File: src/rtl/mpu_rx_pkg.sv
package mpu_rx_pkg;

  localparam int ADDR_W = 2;

  localparam logic [ADDR_W-1:0] ADDR_CTRL = 2'd0;
  localparam logic [ADDR_W-1:0] ADDR_STAT = 2'd1;
  localparam logic [ADDR_W-1:0] ADDR_DATA = 2'd2;

  // control bit positions
  localparam int CTRL_EN  = 0;
  localparam int CTRL_IDW = 1;
  localparam int CTRL_IE  = 2;

  // status bit positions
  localparam int ST_RDY  = 0;
  localparam int ST_OVR  = 1;
  localparam int ST_FER  = 2;
  localparam int ST_LINE = 3;

  typedef enum logic [2:0] {
    RX_IDLE,
    RX_START,
    RX_DATA,
    RX_MARK,
    RX_STOP
  } rx_state_e;

endpackage

File: src/rtl/mpu_rst_sync.sv
module mpu_rst_sync (
  input  logic clk,
  input  logic arst_n,
  output logic rst_n_o
);

  logic [1:0] sync_q;

  always_ff @(posedge clk or negedge arst_n) begin
    if (!arst_n) begin
      sync_q <= 2'b00;
    end else begin
      sync_q <= {sync_q[0], 1'b1};
    end
  end

  assign rst_n_o = sync_q[1];

endmodule

File: src/rtl/mpu_line_sync.sv
module mpu_line_sync #(
  parameter int STAGES = 2
) (
  input  logic clk,
  input  logic rst_n,
  input  logic d_i,
  output logic q_o
);

  logic [STAGES-1:0] chain_q;

  generate
    for (genvar s = 0; s < STAGES; s++) begin : g_stage
      if (s == 0) begin : g_first
        always_ff @(posedge clk or negedge rst_n) begin
          if (!rst_n) chain_q[0] <= 1'b1;
          else        chain_q[0] <= d_i;
        end
      end else begin : g_next
        always_ff @(posedge clk or negedge rst_n) begin
          if (!rst_n) chain_q[s] <= 1'b1;
          else        chain_q[s] <= chain_q[s-1];
        end
      end
    end
  endgenerate

  assign q_o = chain_q[STAGES-1];

endmodule

File: src/rtl/mpu_tick_gen.sv
module mpu_tick_gen #(
  parameter int DIV = 4
) (
  input  logic clk,
  input  logic rst_n,
  output logic tick_o
);

  generate
    if (DIV <= 1) begin : g_every
      assign tick_o = 1'b1;
    end else begin : g_count
      localparam int CW = $clog2(DIV);
      localparam logic [CW-1:0] CNT_LAST = CW'(DIV - 1);

      logic [CW-1:0] cnt_q, cnt_d;

      always_comb begin
        if (cnt_q == CNT_LAST) cnt_d = '0;
        else                   cnt_d = cnt_q + 1'b1;
      end

      always_ff @(posedge clk or negedge rst_n) begin
        if (!rst_n) cnt_q <= '0;
        else        cnt_q <= cnt_d;
      end

      assign tick_o = (cnt_q == CNT_LAST);
    end
  endgenerate

endmodule

File: src/rtl/mpu_rx_frame.sv
module mpu_rx_frame
  import mpu_rx_pkg::*;
#(
  parameter int DATA_W = 8,
  parameter int OSR    = 16
) (
  input  logic              clk,
  input  logic              rst_n,
  input  logic              run_i,
  input  logic              tick_i,
  input  logic              line_i,
  output logic              done_o,
  output logic [DATA_W-1:0] data_o,
  output logic              mark_o,
  output logic              stop_ok_o
);

  localparam int CNT_W = $clog2(OSR);
  localparam int IDX_W = (DATA_W > 1) ? $clog2(DATA_W) : 1;
  localparam logic [CNT_W-1:0] CNT_HALF = CNT_W'(OSR / 2 - 1);
  localparam logic [CNT_W-1:0] CNT_LAST = CNT_W'(OSR - 1);
  localparam logic [IDX_W-1:0] IDX_LAST = IDX_W'(DATA_W - 1);

  rx_state_e         state_q, state_d;
  logic [CNT_W-1:0]  cnt_q, cnt_d;
  logic [IDX_W-1:0]  idx_q, idx_d;
  logic [DATA_W-1:0] shf_q, shf_d;
  logic              mark_q, mark_d;
  logic              stop_q, stop_d;
  logic              done_q, done_d;
  logic              bit_end;

  assign bit_end = (cnt_q == CNT_LAST);

  always_comb begin
    state_d = state_q;
    cnt_d   = cnt_q;
    idx_d   = idx_q;
    shf_d   = shf_q;
    mark_d  = mark_q;
    stop_d  = stop_q;
    done_d  = 1'b0;

    if (!run_i) begin
      state_d = RX_IDLE;
      cnt_d   = '0;
    end else if (tick_i) begin
      unique case (state_q)
        RX_IDLE: begin
          if (!line_i) begin
            state_d = RX_START;
            cnt_d   = '0;
          end
        end
        RX_START: begin
          if (cnt_q == CNT_HALF) begin
            cnt_d = '0;
            idx_d = '0;
            if (!line_i) state_d = RX_DATA;
            else         state_d = RX_IDLE;
          end else begin
            cnt_d = cnt_q + 1'b1;
          end
        end
        RX_DATA: begin
          if (bit_end) begin
            cnt_d = '0;
            if (DATA_W > 1) shf_d = {line_i, shf_q[DATA_W-1:1]};
            else            shf_d = line_i;
            if (idx_q == IDX_LAST) state_d = RX_MARK;
            else                   idx_d   = idx_q + 1'b1;
          end else begin
            cnt_d = cnt_q + 1'b1;
          end
        end
        RX_MARK: begin
          if (bit_end) begin
            cnt_d   = '0;
            mark_d  = line_i;
            state_d = RX_STOP;
          end else begin
            cnt_d = cnt_q + 1'b1;
          end
        end
        RX_STOP: begin
          if (bit_end) begin
            cnt_d   = '0;
            stop_d  = line_i;
            done_d  = 1'b1;
            state_d = RX_IDLE;
          end else begin
            cnt_d = cnt_q + 1'b1;
          end
        end
        default: begin
          state_d = RX_IDLE;
          cnt_d   = '0;
        end
      endcase
    end
  end

  always_ff @(posedge clk or negedge rst_n) begin
    if (!rst_n) begin
      state_q <= RX_IDLE;
      cnt_q   <= '0;
      idx_q   <= '0;
      shf_q   <= '0;
      mark_q  <= 1'b0;
      stop_q  <= 1'b1;
      done_q  <= 1'b0;
    end else begin
      state_q <= state_d;
      cnt_q   <= cnt_d;
      idx_q   <= idx_d;
      shf_q   <= shf_d;
      mark_q  <= mark_d;
      stop_q  <= stop_d;
      done_q  <= done_d;
    end
  end

  assign done_o    = done_q;
  assign data_o    = shf_q;
  assign mark_o    = mark_q;
  assign stop_ok_o = stop_q;

endmodule

File: src/rtl/mpu_rx_regs.sv
module mpu_rx_regs
  import mpu_rx_pkg::*;
#(
  parameter int DATA_W = 8
) (
  input  logic              clk,
  input  logic              rst_n,
  input  logic [ADDR_W-1:0] addr_i,
  input  logic              wr_i,
  input  logic [DATA_W-1:0] wdata_i,
  input  logic              done_i,
  input  logic [DATA_W-1:0] fdata_i,
  input  logic              fmark_i,
  input  logic              fstop_i,
  input  logic              line_i,
  output logic [DATA_W-1:0] rdata_o,
  output logic              irq_o,
  output logic              run_o,
  output logic              en_o,
  output logic              idw_o,
  output logic              rdy_o,
  output logic              ovr_o,
  output logic              fer_o,
  output logic [DATA_W-1:0] data_o
);

  logic              en_q, en_d;
  logic              idw_q, idw_d;
  logic              ie_q, ie_d;
  logic              rdy_q, rdy_d;
  logic              ovr_q, ovr_d;
  logic              fer_q, fer_d;
  logic [DATA_W-1:0] data_q;

  logic wr_ctrl, wr_stat;
  logic accept, ev_fer, ev_drop, ev_ovr, ev_load;
  logic unused_wdata;

  assign unused_wdata = &{1'b0, wdata_i[DATA_W-1:3]};

  assign wr_ctrl = wr_i && (addr_i == ADDR_CTRL);
  assign wr_stat = wr_i && (addr_i == ADDR_STAT);

  // frame outcome classification
  assign accept  = done_i && en_q && !ovr_q && !fer_q;
  assign ev_fer  = accept && !fstop_i;
  assign ev_drop = accept && fstop_i && idw_q && !fmark_i;
  assign ev_ovr  = accept && fstop_i && !ev_drop && rdy_q;
  assign ev_load = accept && fstop_i && !ev_drop && !rdy_q;

  always_comb begin
    en_d  = en_q;
    ie_d  = ie_q;
    idw_d = idw_q;
    if (ev_load && fmark_i) idw_d = 1'b0;
    if (wr_ctrl) begin
      en_d  = wdata_i[CTRL_EN];
      idw_d = wdata_i[CTRL_IDW];
      ie_d  = wdata_i[CTRL_IE];
    end

    rdy_d = rdy_q;
    ovr_d = ovr_q;
    fer_d = fer_q;
    if (wr_stat) begin
      if (!wdata_i[ST_RDY]) rdy_d = 1'b0;
      if (!wdata_i[ST_OVR]) ovr_d = 1'b0;
      if (!wdata_i[ST_FER]) fer_d = 1'b0;
    end
    if (ev_load) rdy_d = 1'b1;
    if (ev_ovr)  ovr_d = 1'b1;
    if (ev_fer)  fer_d = 1'b1;
  end

  always_ff @(posedge clk or negedge rst_n) begin
    if (!rst_n) begin
      en_q  <= 1'b0;
      idw_q <= 1'b0;
      ie_q  <= 1'b0;
      rdy_q <= 1'b0;
      ovr_q <= 1'b0;
      fer_q <= 1'b0;
    end else begin
      en_q  <= en_d;
      idw_q <= idw_d;
      ie_q  <= ie_d;
      rdy_q <= rdy_d;
      ovr_q <= ovr_d;
      fer_q <= fer_d;
    end
  end

  always_ff @(posedge clk or negedge rst_n) begin
    if (!rst_n) begin
      data_q <= '0;
    end else if (ev_load) begin
      data_q <= fdata_i;
    end
  end

  always_comb begin
    rdata_o = '0;
    unique case (addr_i)
      ADDR_CTRL: begin
        rdata_o[CTRL_EN]  = en_q;
        rdata_o[CTRL_IDW] = idw_q;
        rdata_o[CTRL_IE]  = ie_q;
      end
      ADDR_STAT: begin
        rdata_o[ST_RDY]  = rdy_q;
        rdata_o[ST_OVR]  = ovr_q;
        rdata_o[ST_FER]  = fer_q;
        rdata_o[ST_LINE] = line_i;
      end
      ADDR_DATA: rdata_o = data_q;
      default:   rdata_o = '0;
    endcase
  end

  assign irq_o  = rdy_q && ie_q;
  assign run_o  = en_q && !ovr_q && !fer_q;
  assign en_o   = en_q;
  assign idw_o  = idw_q;
  assign rdy_o  = rdy_q;
  assign ovr_o  = ovr_q;
  assign fer_o  = fer_q;
  assign data_o = data_q;

endmodule

File: src/rtl/mp_uart_rx.sv
module mp_uart_rx
  import mpu_rx_pkg::*;
#(
  parameter int DATA_W      = 8,
  parameter int OSR         = 16,
  parameter int TICK_DIV    = 4,
  parameter int SYNC_STAGES = 2
) (
  input  logic              clk,
  input  logic              rst_n,
  input  logic              rxd,
  input  logic [1:0]        reg_addr,
  input  logic              reg_wr,
  input  logic [DATA_W-1:0] reg_wdata,
  output logic [DATA_W-1:0] reg_rdata,
  output logic              irq
);

  logic              rst_n_s;
  logic              line_s;
  logic              tick;
  logic              run;
  logic              frm_done;
  logic [DATA_W-1:0] frm_data;
  logic              frm_mark;
  logic              frm_stop;
  logic              st_en, st_idw, st_rdy, st_ovr, st_fer;
  logic [DATA_W-1:0] st_data;

  mpu_rst_sync u_rst (
    .clk     (clk),
    .arst_n  (rst_n),
    .rst_n_o (rst_n_s)
  );

  mpu_line_sync #(.STAGES(SYNC_STAGES)) u_sync (
    .clk   (clk),
    .rst_n (rst_n_s),
    .d_i   (rxd),
    .q_o   (line_s)
  );

  mpu_tick_gen #(.DIV(TICK_DIV)) u_tick (
    .clk    (clk),
    .rst_n  (rst_n_s),
    .tick_o (tick)
  );

  mpu_rx_frame #(.DATA_W(DATA_W), .OSR(OSR)) u_frame (
    .clk       (clk),
    .rst_n     (rst_n_s),
    .run_i     (run),
    .tick_i    (tick),
    .line_i    (line_s),
    .done_o    (frm_done),
    .data_o    (frm_data),
    .mark_o    (frm_mark),
    .stop_ok_o (frm_stop)
  );

  mpu_rx_regs #(.DATA_W(DATA_W)) u_regs (
    .clk     (clk),
    .rst_n   (rst_n_s),
    .addr_i  (reg_addr),
    .wr_i    (reg_wr),
    .wdata_i (reg_wdata),
    .done_i  (frm_done),
    .fdata_i (frm_data),
    .fmark_i (frm_mark),
    .fstop_i (frm_stop),
    .line_i  (line_s),
    .rdata_o (reg_rdata),
    .irq_o   (irq),
    .run_o   (run),
    .en_o    (st_en),
    .idw_o   (st_idw),
    .rdy_o   (st_rdy),
    .ovr_o   (st_ovr),
    .fer_o   (st_fer),
    .data_o  (st_data)
  );

endmodule

File: config.mk
export PLATFORM = sky130hd
export DESIGN_NAME = mp_uart_rx
export DESIGN_NICKNAME = d
export VERILOG_FILES = /design/src/rtl/mpu_rx_pkg.sv /design/src/rtl/mpu_rst_sync.sv /design/src/rtl/mpu_line_sync.sv /design/src/rtl/mpu_tick_gen.sv /design/src/rtl/mpu_rx_frame.sv /design/src/rtl/mpu_rx_regs.sv /design/src/rtl/mp_uart_rx.sv
export SDC_FILE = /design/constraint.sdc
export NUM_CORES = 1
export LEC_CHECK = 0
export ABC_AREA = 1
export ABC_CLOCK_PERIOD_IN_PS = 1500
export BUFFER_PORTS_ARGS = -buffer_cell sky130_fd_sc_hd__buf_4
export CAP_MARGIN = 20
export CORE_ASPECT_RATIO = 0.7
export CORE_MARGIN = 1
export CORE_UTILIZATION = 37
export CTS_BUF_LIST = sky130_fd_sc_hd__clkbuf_8
export DETAILED_ROUTE_END_ITERATION = 8
export HOLD_SLACK_MARGIN = 0.05
export MAX_ROUTING_LAYER = met4
export PLACE_DENSITY = 0.63
export SLEW_MARGIN = 20
export SYNTH_ARGS = -nofsm -noshare
export SYNTH_HDL_FRONTEND = slang
export SYNTH_HIERARCHICAL = 1
export SYNTH_SLANG_ARGS = --single-unit
File: constraint.sdc
create_clock -name clk -period 1.5 [get_ports clk]
set_input_delay 0.075 -clock clk [delete_from_list [all_inputs] [get_ports clk]]
set_output_delay 0.075 -clock clk [all_outputs]
set_load 0.005 [all_outputs]
==> flow_metrics.tcl <==
set metrics [dict create \
    path_delay_family "simple AND/OR/NAND/NOR gates" \
    synth_top_family_by_area "simple AND/OR/NAND/NOR gates" \
    slowest_delay_ps 390 \
    vdd_drop_max_v 0.000483 \
    synth_compound_area_share_pct 9.48 \
    cts_max_level 2 \
    drive_gt1_share_pct 28.7 \
    final_nets 310 \
    die_w_um 94.2 \
    rsz0062_at_grt "true" \
    met3_usage_pct 4.11 \
    final_common_cell "nand2_1" \
    clk_latency_ps 300 \
    hold-path-cell-count 4 \
    timing.final.crit_share_pct 93.6 \
    diodes 0 \
    cts_max_path_buffers 2 \
    holdWs_ps 79.9 \
    seq_area_frac_synth_pct 46.7 \
    clock.fmax_ghz 0.712 \
    clockRootBuffer "clkbuf_8" \
    viasPerCell 4.52 \
    setup_tns_ps 0 \
    synth_top_area_share_pct 43.2 \
    avgSynthCellArea_sq_um 8.61 \
    firstDrtPassIters 4 \
    start_kind "flop" \
    core_area_sq_um 5730 \
    ys_types 30 \
    synth_seq_cells 41 \
    setup_viol 0 \
    grt_max_degree 40 \
    netlist_area_sq_um 2200 \
    grt.met1_usage_pct 20.0 \
    dp.cells 351 \
    r2r_end "u_frame/data_o[6]" \
    hold_viol 0 \
    crit_type "reg2reg" \
    synthMuxAreaShare_pct 0 \
    die_h_um 66.6 \
    grt_usage_pct 14.4 \
    wl_um 3910 \
    yosysWarnings 6 \
    die_area_sq_um 6270 \
    maxCapViolations 0 \
    io_pins 23 \
    grt_pass1_wl_um 6680 \
    cts_tree "done" \
    power_density_nw_per_um2 875 \
    initialDrtViolationCount 80 \
    cp.required_ps 1690 \
    clk_pin_slew_worst_paths_ps 80 \
    cts_made_buffers 5 \
    crit_path_top_delay_cell "dfrtp_1" \
    mostFrequentLayoutCells "nand2_1, dfrtp_1, inv_1" \
    synthSimpleGateAreaFrac_pct 31.0 \
    syn_inst 256 \
    r2r_slack_ps 100 \
    grt_pass1_vias 1466 \
    busiest_layer "met1" \
    rows 23 \
    yosysTopAreaCell "dfrtp_1" \
    synth_nets 278 \
    instances_no_fill 364 \
    dp_hpwl_um 2860 \
    drc 0 \
    async_flop_share_pct 100 \
    ant_nets 0 \
    worst_slack_ps 96.0 \
    synthAdderAreaFrac_pct 4.54 \
    critPathBufInv 1 \
    clock_skew_ps 7.03 \
    critPathMaxFanout 15 \
    antenna_found_initial 0 \
    cts.sink_count 41 \
    use_met2_pct 19.7 \
    grt-ovfl-total 0 \
    area_growth_pct 19.8 \
    cp.arrival_ps 1600 \
    vias 1645 \
    final_max_slew_viol_count 0 \
    synth_edf_count 0 \
    port_buffers 17 \
    crit_chain "nor3b_2, buf_4, nand2_2, nor2_8, nand2_4, nor2_1, a21oi_2" \
    wl_per_cell_um 10.8 \
    final.min_clock_period_ps 1400 \
    dp_slack_ps 58.9 \
    initial_core_util_pct 38.5 \
    leakagePower_uw 0.00143 \
    routabilityCongestion 0.802 \
    reg2reg_depth 7 \
    r2r_start "u_regs/fer_o" \
    outcome "complete, no violations" \
    min-delay-start "reg_wr" \
    min_delay_worst_endpoint "u_regs/ie_q" \
    endpoint_kind "flop" \
    hold_class "in2reg" \
    synth_xor_area_share_pct 0 \
    synth.area.top_cells "dfrtp_1, nand2_1, inv_1" \
    yosys_most_used_dff "dfrtp_1" \
]
worst max-delay path by stage:
stage | endpoint | start | slack (ps) | cells after the start
final | u_frame/data_o[6] | u_regs/fer_o | 100 | 7
after global routing | u_frame/data_o[6] | u_regs/fer_o | -10 | 7
after CTS | u_frame/data_o[4] | u_regs/fer_o | 40 | 7
after detailed placement | u_frame/data_o[4] | u_regs/fer_o | 60 | 7
after global placement | u_frame/data_o[4] | u_regs/fer_o | 70 | 7
after floorplan | u_frame/data_o[7] | u_regs/fer_o | 20 | 8
what timing repair did:
action	CTS	global route
hold endpoints to repair	9	0
setup endpoints to repair	0	14
hold buffers	5	0
buffers inserted	0	0
resized for setup	0	5
synthesized netlist by cell type, drive strengths merged (3+ instances only):
master	count
dfstp	3
dfrtp	38
a21oi	5
buf	3
inv	39
nand3	20
nor2	18
ha	8
nand4	6
o21ai	21
nand2	87
layer usage:
metal | wire [um] | vias to the layer above | part of all wire (%)
li1 | - | 867 | -
met2 | 1610 | 25 | 41
met4 | 42 | 0 | 1.1
met1 | 2090 | 749 | 53
met5 | 0 | - | 0
met3 | 173 | 4 | 4.4
cells by family after synthesis:
| kind of cell | Yosys count |
|---|---|
| AND/OR/NAND/NOR | 135 |
| adder cells (fa/ha/maj) | 8 |
| AO/OA/AOI/OAI | 28 |
| other | 1 |
| flip-flops | 41 |
| buffers and inverters | 43 |
area by class of cell:
| cell class | instances | area [sq um] |
|---|---|---|
| inverter | 39 | 146 |
| timing repair buffer | 29 | 230 |
| clock inverter | 2 | 37.5 |
| sequential | 41 | 1030 |
| fill | 549 | 3090 |
| multi-input combinational | 172 | 1020 |
| tap | 75 | 93.8 |
| clock buffer | 6 | 82.6 |
registers in the layout (all words and copies together), names as in the netlist:
| name | cells |
|---|---|
| u_frame/mark_o | 1 |
| u_frame/state_q | 3 |
| u_regs/idw_o | 1 |
| u_tick/g_count.cnt_q | 2 |
| u_frame/cnt_q | 4 |
| u_sync/chain_q | 1 |
| u_regs/en_o | 1 |
| u_regs/ie_q | 1 |
| u_regs/ovr_o | 1 |
| u_regs/fer_o | 1 |
| u_frame/data_o | 8 |
| u_sync/q_o | 1 |
| u_regs/rdy_o | 1 |
| u_rst/sync_q | 2 |
| u_frame/stop_ok_o | 1 |
| u_frame/idx_q | 3 |
| u_frame/done_o | 1 |
| u_regs/data_o | 8 |
power by group:
group	switching, uW	internal, uW	leakage, uW
clock	389	541	0.0000574
combinational	127	92.5	0.000833
sequential	27.2	1130	0.000537
tightest hold or removal path: cells and delay by family:
family                 cells  cell delay, ps
buffers and inverters      1              80
and+or+nand+nor            3             190
per-stage QoR:
step / utilization (%) / instance area, sq um / total power (uW)
after floorplan: - / 2200 / 1300
after global placement: 42.7 / 2450 / 1390
after detailed placement: 42.7 / 2450 / 1390
after CTS: 45.7 / 2620 / 2350
after global routing: 46.1 / 2640 / 2420
final: 46.1 / 2640 / 2310
(Power assumes the default switching activity.)
